`src/rtl/sq_pkg.sv`:
```
package sq_pkg;
  localparam int SQ_MAX_BYTES = 8;
  localparam int SQ_SIZE_W    = 2;
  typedef logic [SQ_SIZE_W-1:0] sq_size_t;

  function automatic int sq_bytes(input sq_size_t code);
    return 1 << code;
  endfunction
endpackage

```
`src/rtl/sq_ptrs.sv`:
```
module sq_ptrs #(
  parameter int DEPTH = 8,
  localparam int IDX_W = $clog2(DEPTH)
) (
  input  logic             clk,
  input  logic             rst_n,
  input  logic             alloc_valid,
  input  logic             commit_valid,
  input  logic             wb_fire,
  output logic [IDX_W-1:0] head,
  output logic [IDX_W-1:0] tail,
  output logic [IDX_W-1:0] cptr,
  output logic             alloc_ok,
  output logic             commit_ok,
  output logic [IDX_W-1:0] count,
  output logic             full
);
  logic [IDX_W-1:0] head_d, tail_d, cptr_d;

  always_comb begin
    count     = tail - head;
    full      = count >= IDX_W'(DEPTH - 1);
    alloc_ok  = alloc_valid && !full;
    commit_ok = commit_valid && (cptr != tail);
    head_d    = wb_fire   ? head + 1'b1 : head;
    tail_d    = alloc_ok  ? tail + 1'b1 : tail;
    cptr_d    = commit_ok ? cptr + 1'b1 : cptr;
  end

  always_ff @(posedge clk or negedge rst_n) begin
    if (!rst_n) begin
      head <= '0;
      tail <= '0;
      cptr <= '0;
    end else begin
      head <= head_d;
      tail <= tail_d;
      cptr <= cptr_d;
    end
  end

  AST_COUNT_MAX: assert property (@(posedge clk) disable iff (!rst_n)
    count <= IDX_W'(DEPTH - 1));
  AST_NO_ALLOC_WHEN_FULL: assert property (@(posedge clk) disable iff (!rst_n)
    full && !wb_fire |=> count == $past(count));
  AST_RELEASE_ON_DRAIN: assert property (@(posedge clk) disable iff (!rst_n)
    !wb_fire |=> count >= $past(count));
  AST_COMMIT_BEHIND_TAIL: assert property (@(posedge clk) disable iff (!rst_n)
    (cptr - head) <= count);
endmodule

```
`src/rtl/sq_search.sv`:
```
module sq_search
  import sq_pkg::*;
#(
  parameter int DEPTH  = 8,
  parameter int ADDR_W = 16,
  localparam int IDX_W  = $clog2(DEPTH),
  localparam int DATA_W = SQ_MAX_BYTES * 8,
  localparam int AX_W   = ADDR_W + 1
) (
  input  logic                  clk,
  input  logic                  rst_n,
  input  logic [IDX_W-1:0]      head,
  input  logic [IDX_W-1:0]      bound,
  input  logic [ADDR_W-1:0]     ld_addr,
  input  sq_size_t              ld_size,
  input  logic [DEPTH-1:0]      st_ok,
  input  logic [ADDR_W-1:0]     st_addr [DEPTH],
  input  sq_size_t              st_size [DEPTH],
  input  logic [DATA_W-1:0]     st_data [DEPTH],
  output logic                  hit,
  output logic                  partial,
  output logic [IDX_W-1:0]      sel,
  output logic [DATA_W-1:0]     data
);
  logic [IDX_W-1:0] span;
  logic [DEPTH-1:0] ovl;
  logic             found;
  logic [AX_W-1:0]  ld_end;
  logic [AX_W-1:0]  st_end;
  logic             contain;
  logic [2:0]       off;
  logic [DATA_W-1:0] mask;

  // Per-slot overlap against the load range
  always_comb begin
    ld_end = AX_W'(ld_addr) + AX_W'(sq_bytes(ld_size));
    for (int i = 0; i < DEPTH; i++) begin
      ovl[i] = st_ok[i]
            && (AX_W'(ld_addr) < AX_W'(st_addr[i]) + AX_W'(sq_bytes(st_size[i])))
            && (AX_W'(st_addr[i]) < ld_end);
    end
  end

  // Youngest-first walk from bound-1 toward head
  always_comb begin
    span  = bound - head;
    found = 1'b0;
    sel   = '0;
    for (int k = 0; k < DEPTH - 1; k++) begin
      if (!found && (k < int'(span)) && ovl[bound - IDX_W'(1) - IDX_W'(k)]) begin
        found = 1'b1;
        sel   = bound - IDX_W'(1) - IDX_W'(k);
      end
    end
  end

  always_comb begin
    st_end  = AX_W'(st_addr[sel]) + AX_W'(sq_bytes(st_size[sel]));
    contain = (ld_addr >= st_addr[sel]) && (ld_end <= st_end);
    off     = ld_addr[2:0] & 3'(sq_bytes(st_size[sel]) - 1);
    mask    = (ld_size == sq_size_t'(3)) ? '1
            : ((DATA_W'(1) << (sq_bytes(ld_size) * 8)) - DATA_W'(1));
    hit     = found && contain;
    partial = found && !contain;
    data    = hit ? ((st_data[sel] >> (int'(off) * 8)) & mask) : '0;
  end

  AST_HIT_PARTIAL_EXCL: assert property (@(posedge clk) disable iff (!rst_n)
    !(hit && partial));
  AST_NO_OVERLAP_MISS: assert property (@(posedge clk) disable iff (!rst_n)
    (ovl == '0) |-> !hit && !partial);
endmodule

```
`src/rtl/sq_stall.sv`:
```
module sq_stall #(
  parameter int DEPTH = 8,
  localparam int IDX_W = $clog2(DEPTH)
) (
  input  logic             clk,
  input  logic             rst_n,
  input  logic             probe,
  input  logic [IDX_W-1:0] probe_idx,
  input  logic             wb_fire,
  input  logic [IDX_W-1:0] head,
  output logic             stall,
  output logic             replay
);
  logic             stall_d, replay_d;
  logic [IDX_W-1:0] blk_q, blk_d;
  logic             blk_drained;

  always_comb begin
    blk_drained = stall && wb_fire && (head == blk_q);
    stall_d     = stall;
    blk_d       = blk_q;
    replay_d    = 1'b0;
    if (stall) begin
      if (blk_drained) begin
        stall_d  = 1'b0;
        replay_d = 1'b1;
      end
    end else if (probe) begin
      stall_d = 1'b1;
      blk_d   = probe_idx;
    end
  end

  always_ff @(posedge clk or negedge rst_n) begin
    if (!rst_n) begin
      stall  <= 1'b0;
      replay <= 1'b0;
      blk_q  <= '0;
    end else begin
      stall  <= stall_d;
      replay <= replay_d;
      if (!stall && probe) blk_q <= blk_d;
    end
  end

  AST_STALL_HOLD: assert property (@(posedge clk) disable iff (!rst_n)
    stall && !(wb_fire && head == blk_q) |=> stall);
  AST_REPLAY_ORIGIN: assert property (@(posedge clk) disable iff (!rst_n)
    replay |-> !stall && $past(stall));
  AST_REPLAY_PULSE: assert property (@(posedge clk) disable iff (!rst_n)
    replay |=> !replay);
  AST_STALL_ENTRY: assert property (@(posedge clk) disable iff (!rst_n)
    $rose(stall) |-> $past(probe));
endmodule

```
`src/rtl/store_fwd_queue.sv`:
```
module store_fwd_queue
  import sq_pkg::*;
#(
  parameter int DEPTH  = 8,
  parameter int ADDR_W = 16,
  localparam int IDX_W  = $clog2(DEPTH),
  localparam int DATA_W = SQ_MAX_BYTES * 8
) (
  input  logic              clk,
  input  logic              rst_n,
  input  logic              alloc_valid,
  output logic [IDX_W-1:0]  alloc_idx,
  output logic              full,
  output logic [IDX_W-1:0]  count,
  input  logic              wr_valid,
  input  logic [IDX_W-1:0]  wr_idx,
  input  logic [ADDR_W-1:0] wr_addr,
  input  logic [1:0]        wr_size,
  input  logic [DATA_W-1:0] wr_data,
  input  logic              commit_valid,
  output logic              mem_valid,
  input  logic              mem_ready,
  output logic [ADDR_W-1:0] mem_addr,
  output logic [1:0]        mem_size,
  output logic [DATA_W-1:0] mem_data,
  input  logic              ld_valid,
  input  logic [ADDR_W-1:0] ld_addr,
  input  logic [1:0]        ld_size,
  input  logic [IDX_W-1:0]  ld_bound,
  output logic              ld_hit,
  output logic              ld_partial,
  output logic [DATA_W-1:0] ld_data,
  output logic              stall,
  output logic              replay
);
  logic [IDX_W-1:0]  head, tail, cptr, blk_sel;
  logic              alloc_ok, commit_ok, wb_fire;
  logic [DEPTH-1:0]  ok_q, ok_d, cm_q, cm_d;
  logic [ADDR_W-1:0] st_addr [DEPTH];
  sq_size_t          st_size [DEPTH];
  logic [DATA_W-1:0] st_data [DEPTH];

  initial begin
    if ((1 << IDX_W) != DEPTH) $error("DEPTH must be a power of two");
  end

  sq_ptrs #(.DEPTH(DEPTH)) u_ptrs (
    .clk(clk), .rst_n(rst_n), .alloc_valid(alloc_valid),
    .commit_valid(commit_valid), .wb_fire(wb_fire),
    .head(head), .tail(tail), .cptr(cptr), .alloc_ok(alloc_ok),
    .commit_ok(commit_ok), .count(count), .full(full)
  );

  // Entry flags: written (ok) and committed (cm)
  always_comb begin
    ok_d = ok_q;
    cm_d = cm_q;
    if (wr_valid)  ok_d[wr_idx] = 1'b1;
    if (commit_ok) cm_d[cptr]   = 1'b1;
    if (alloc_ok) begin
      ok_d[tail] = 1'b0;
      cm_d[tail] = 1'b0;
    end
    if (wb_fire) begin
      ok_d[head] = 1'b0;
      cm_d[head] = 1'b0;
    end
  end

  always_ff @(posedge clk or negedge rst_n) begin
    if (!rst_n) begin
      ok_q <= '0;
      cm_q <= '0;
    end else begin
      ok_q <= ok_d;
      cm_q <= cm_d;
    end
  end

  // Payload storage, written only through the write port
  for (genvar g = 0; g < DEPTH; g++) begin : g_slot
    logic slot_we;
    assign slot_we = wr_valid && (wr_idx == IDX_W'(g));
    always_ff @(posedge clk) begin
      if (slot_we) begin
        st_addr[g] <= wr_addr;
        st_size[g] <= wr_size;
        st_data[g] <= wr_data;
      end
    end
  end

  assign alloc_idx = tail;
  assign mem_valid = (count != '0) && ok_q[head] && cm_q[head];
  assign mem_addr  = st_addr[head];
  assign mem_size  = st_size[head];
  assign mem_data  = st_data[head];
  assign wb_fire   = mem_valid && mem_ready;

  sq_search #(.DEPTH(DEPTH), .ADDR_W(ADDR_W)) u_search (
    .clk(clk), .rst_n(rst_n), .head(head), .bound(ld_bound),
    .ld_addr(ld_addr), .ld_size(ld_size), .st_ok(ok_q),
    .st_addr(st_addr), .st_size(st_size), .st_data(st_data),
    .hit(ld_hit), .partial(ld_partial), .sel(blk_sel), .data(ld_data)
  );

  sq_stall #(.DEPTH(DEPTH)) u_stall (
    .clk(clk), .rst_n(rst_n), .probe(ld_valid && ld_partial),
    .probe_idx(blk_sel), .wb_fire(wb_fire), .head(head),
    .stall(stall), .replay(replay)
  );

  AST_DRAIN_HOLD: assert property (@(posedge clk) disable iff (!rst_n)
    mem_valid && !mem_ready |=> mem_valid && $stable(mem_addr) && $stable(mem_data));
  AST_DRAIN_COMMITTED: assert property (@(posedge clk) disable iff (!rst_n)
    mem_valid |-> (cptr != head) || (count == IDX_W'(0)));
endmodule

```
`config.mk`:
```
export PLATFORM = sky130hd
export DESIGN_NAME = store_fwd_queue
export DESIGN_NICKNAME = d
export VERILOG_FILES = /design/src/rtl/sq_pkg.sv /design/src/rtl/sq_ptrs.sv /design/src/rtl/sq_search.sv /design/src/rtl/sq_stall.sv /design/src/rtl/store_fwd_queue.sv
export SDC_FILE = /design/constraint.sdc
export NUM_CORES = 2
export LEC_CHECK = 0
export ABC_AREA = 1
export BUFFER_PORTS_ARGS = -buffer_cell sky130_fd_sc_hd__buf_2
export CORE_UTILIZATION = 60
export CTS_CLUSTER_DIAMETER = 50
export DETAILED_ROUTE_END_ITERATION = 8
export GPL_TIMING_DRIVEN = 0
export PLACE_DENSITY = 0.77
export RECOVER_POWER = 25
export SLEW_MARGIN = 20
export SYNTH_ARGS = -nofsm -noshare
export SYNTH_HDL_FRONTEND = slang
export SYNTH_SLANG_ARGS = --single-unit
```
`constraint.sdc`:
```
create_clock -name clk -period 24.9 [get_ports clk]
set_input_delay 2.49 -clock clk [delete_from_list [all_inputs] [get_ports clk]]
set_output_delay 2.49 -clock clk [all_outputs]
set_load 0.05 [all_outputs]
```
==> flow_summary.json <==
{
  "outcome": "finished, violations left",
  "violations": "DRC",
  "ios": 271,
  "synth_cell_types": 56,
  "crit_start": "ld_addr[2]",
  "ys_ff_latch": 686,
  "drtIter0Drc": 8274,
  "drc": 1,
  "io_buffers": 270,
  "fin_skew_ns": 0.0418,
  "cts.clk_slew.worst_paths_ns": 0.06,
  "die_h_um": 280,
  "drt_wl_total_um": 206000,
  "clockBufferDepth": 3,
  "crit_fanout": 11,
  "timing.rr.start": "st_size[3]$_DFFE_PP_",
  "drive_gt1_frac": 0.114,
  "die-area_um2": 78300,
  "grt.overflow.total": 0,
  "min-delay-start": "cm_q[7]$_DFF_PN0_",
  "post_cts_buffers": 0,
  "cts-root-buf": "clkbuf_16",
  "avgSynthCellArea_um2": 8.44,
  "cp_slowest_stage_delay_ns": 0.92,
  "ant_nets": 0,
  "hpwl_um": 151000,
  "max_freq_mhz": 52.9,
  "worst_ep_required_time_ns": 22.41,
  "grt_start_max_net_pins": 31,
  "grt_pass1_wl_um": 290000,
  "cts_sinks": 686,
  "arrival_ns": 16.41,
  "grt_usage": 0.516,
  "setup_tns_ns": 0,
  "post-route-period-util": 0.759,
  "clkLatencyLatePin_ns": 0.67,
  "async_flop_share": 0.0437,
  "grt_pass1_vias": 44500,
  "dr.pass1.iters": 9,
  "slew-limit-headroom": 0.113,
  "endpoint_kind": "output port",
  "crit_path_frequent_cell": "nand2_1",
  "rsz0062_at_grt": "false",
  "cts_repair_resize_count": 0,
  "gp_congestion": 1.08,
  "start_util": 0.608,
  "synth_nets": 5935,
  "synth_area_um2": 46300,
  "worstMarginPinSlew_ns": 1.33,
  "max-cap-violations": 0,
  "finalCriticalPeriod_ns": 18.90,
  "nNetsFinal": 6331,
  "cp-start-kind": "input port",
  "setup_violations": 0,
  "yosysSeqAreaShare": 0.441,
  "drv_slew": 0,
  "wl_per_cell_um": 29.4,
  "synth_flop_cell": "edfxtp_1",
  "via_per_inst": 6.75,
  "numCtsBuffers": 87,
  "dieWidth_um": 280,
  "cts_tree": "yes",
  "synth_edf_count": 656,
  "antenna_found_initial": 25,
  "num_vias": 47300,
  "timing.hold.ws_ns": 0.515,
  "synthCells": 5490,
  "hp-class": "flip-flop to flip-flop",
  "yosysWarnings": 0,
  "design.core.area_um2": 76200,
  "holdBufCountCts": 0,
  "critPathKind": "input port to output port",
  "syn_to_final_growth_pct": 14.4,
  "cp_slowest_cell": "xor2_1",
  "hold_viol_final": 0,
  "cts_max_level": 3,
  "num_rows": 101
}
[cells in the mapped netlist (all sizes together) (27+ instances only)]
master	number	area [µm²]
o2111ai	82	718
o21ai	282	1420
or2	64	400
nand3b	27	203
buf	160	876
xor2	103	902
nand2	1223	4630
xnor2	34	298
nand3	589	2990
edfxtp	656	19700
ha	320	4000
inv	612	2300
clkbuf	121	454
nor2	398	1540
nand4	60	382
dfrtp	30	751
o211ai	254	1910
a21oi	300	1500
nor3	36	180
[per-layer routing]
| metal | part of all wire | track usage | vias up |
|---|---|---|---|
| met5 | 0.00052 | 0 | - |
| met4 | 0.098 | 0.414 | 16 |
| met3 | 0.16 | 0.190 | 1242 |
| met2 | 0.41 | 0.751 | 4499 |
| met1 | 0.33 | 0.615 | 21600 |
| li1 | - | - | 19900 |
[stage by stage]
stage / cell area, µm² / util / worst slack, ns / instances
2_1_floorplan: 46300 / - / 10.97 / 5490
3_3_place_gp: 49000 / 0.643 / 6.60 / 6790
3_5_place_dp: 49900 / 0.655 / 6.89 / 6827
4_1_cts: 53000 / 0.695 / 6.83 / 6990
5_1_grt: 52900 / 0.695 / 5.75 / 6994
6_report: 53000 / 0.695 / 6.00 / 7009
[registers in the layout (all words and copies together) (netlist names)]
| register | count |
|---|---|
| cm_q | 8 |
| ok_q | 8 |
| st_addr | 128 |
| st_data | 512 |
| st_size | 16 |
| u_ptrs.cptr | 3 |
| u_ptrs.head | 3 |
| u_ptrs.tail | 3 |
| u_stall.blk_q | 3 |
| u_stall.replay | 1 |
| u_stall.stall | 1 |
[logic make-up (layout without fill, tap and decap cells)]
logic type	Yosys count	in the layout	synth area share
other	0	19	0
AND/OR/NAND/NOR	2416	2416	0.226
flip-flops	686	686	0.441
adder cells (fa/ha/maj)	332	332	0.0916
buffers and inverters	898	1368	0.0788
XOR/XNOR	137	137	0.0259
AO/OA/AOI/OAI	1021	1021	0.137
[final timing paths]
path	to	slack, ns	cells after the start
worst max-delay path	ld_data[24]	6.00	53
worst min-delay path	cm_q[7]$_DFF_PN0_	0.51	1
worst max register to register	u_stall.blk_q[2]$_DFFE_PN0P_	12.94	51
worst min register to register	cm_q[7]$_DFF_PN0_	0.51	1
max in group asynchronous	ok_q[2]$_DFF_PN0_	22.62	1
min in group asynchronous	u_ptrs.cptr[1]$_DFFE_PN0P_	1.85	1
[layout by cell type, fill, tap and decap left out, types with 64 or more instances in the layout]
cell	count
nand2_1	1211
edfxtp_1	656
inv_1	595
nand3_1	581
nor2_1	378
buf_2	326
ha_1	320
a21oi_1	300
o21ai_0	262
o211ai_1	254
clkbuf_1	179
xor2_1	97
clkbuf_16	88
o2111ai_1	82
or2_2	64
[worst max-delay path, delay by kind of cell]
kind | cells | cell delay (ns)
AOI/OAI and AO/OA | 13 | 3.20
adders and majority gates | 5 | 1.83
buffers and inverters | 12 | 4.13
xor gates and xnor gates | 2 | 1.08
and+or+nand+nor | 21 | 3.64
[final cells by class]
type / count / area [µm²]
Inverter: 617 / 2320
Multi-Input combinational cell: 3906 / 22300
Timing Repair Buffer: 307 / 2130
Fill cell: 6035 / 23200
Clock inverter: 68 / 827
Antenna cell: 19 / 47.5
Sequential cell: 686 / 20400
Clock buffer: 95 / 2230
Tap cell: 1030 / 1290
Buffer: 281 / 1340
Power is not shown: default switching activity piles up to over one toggle a cycle in this logic, so the estimate is an artifact.
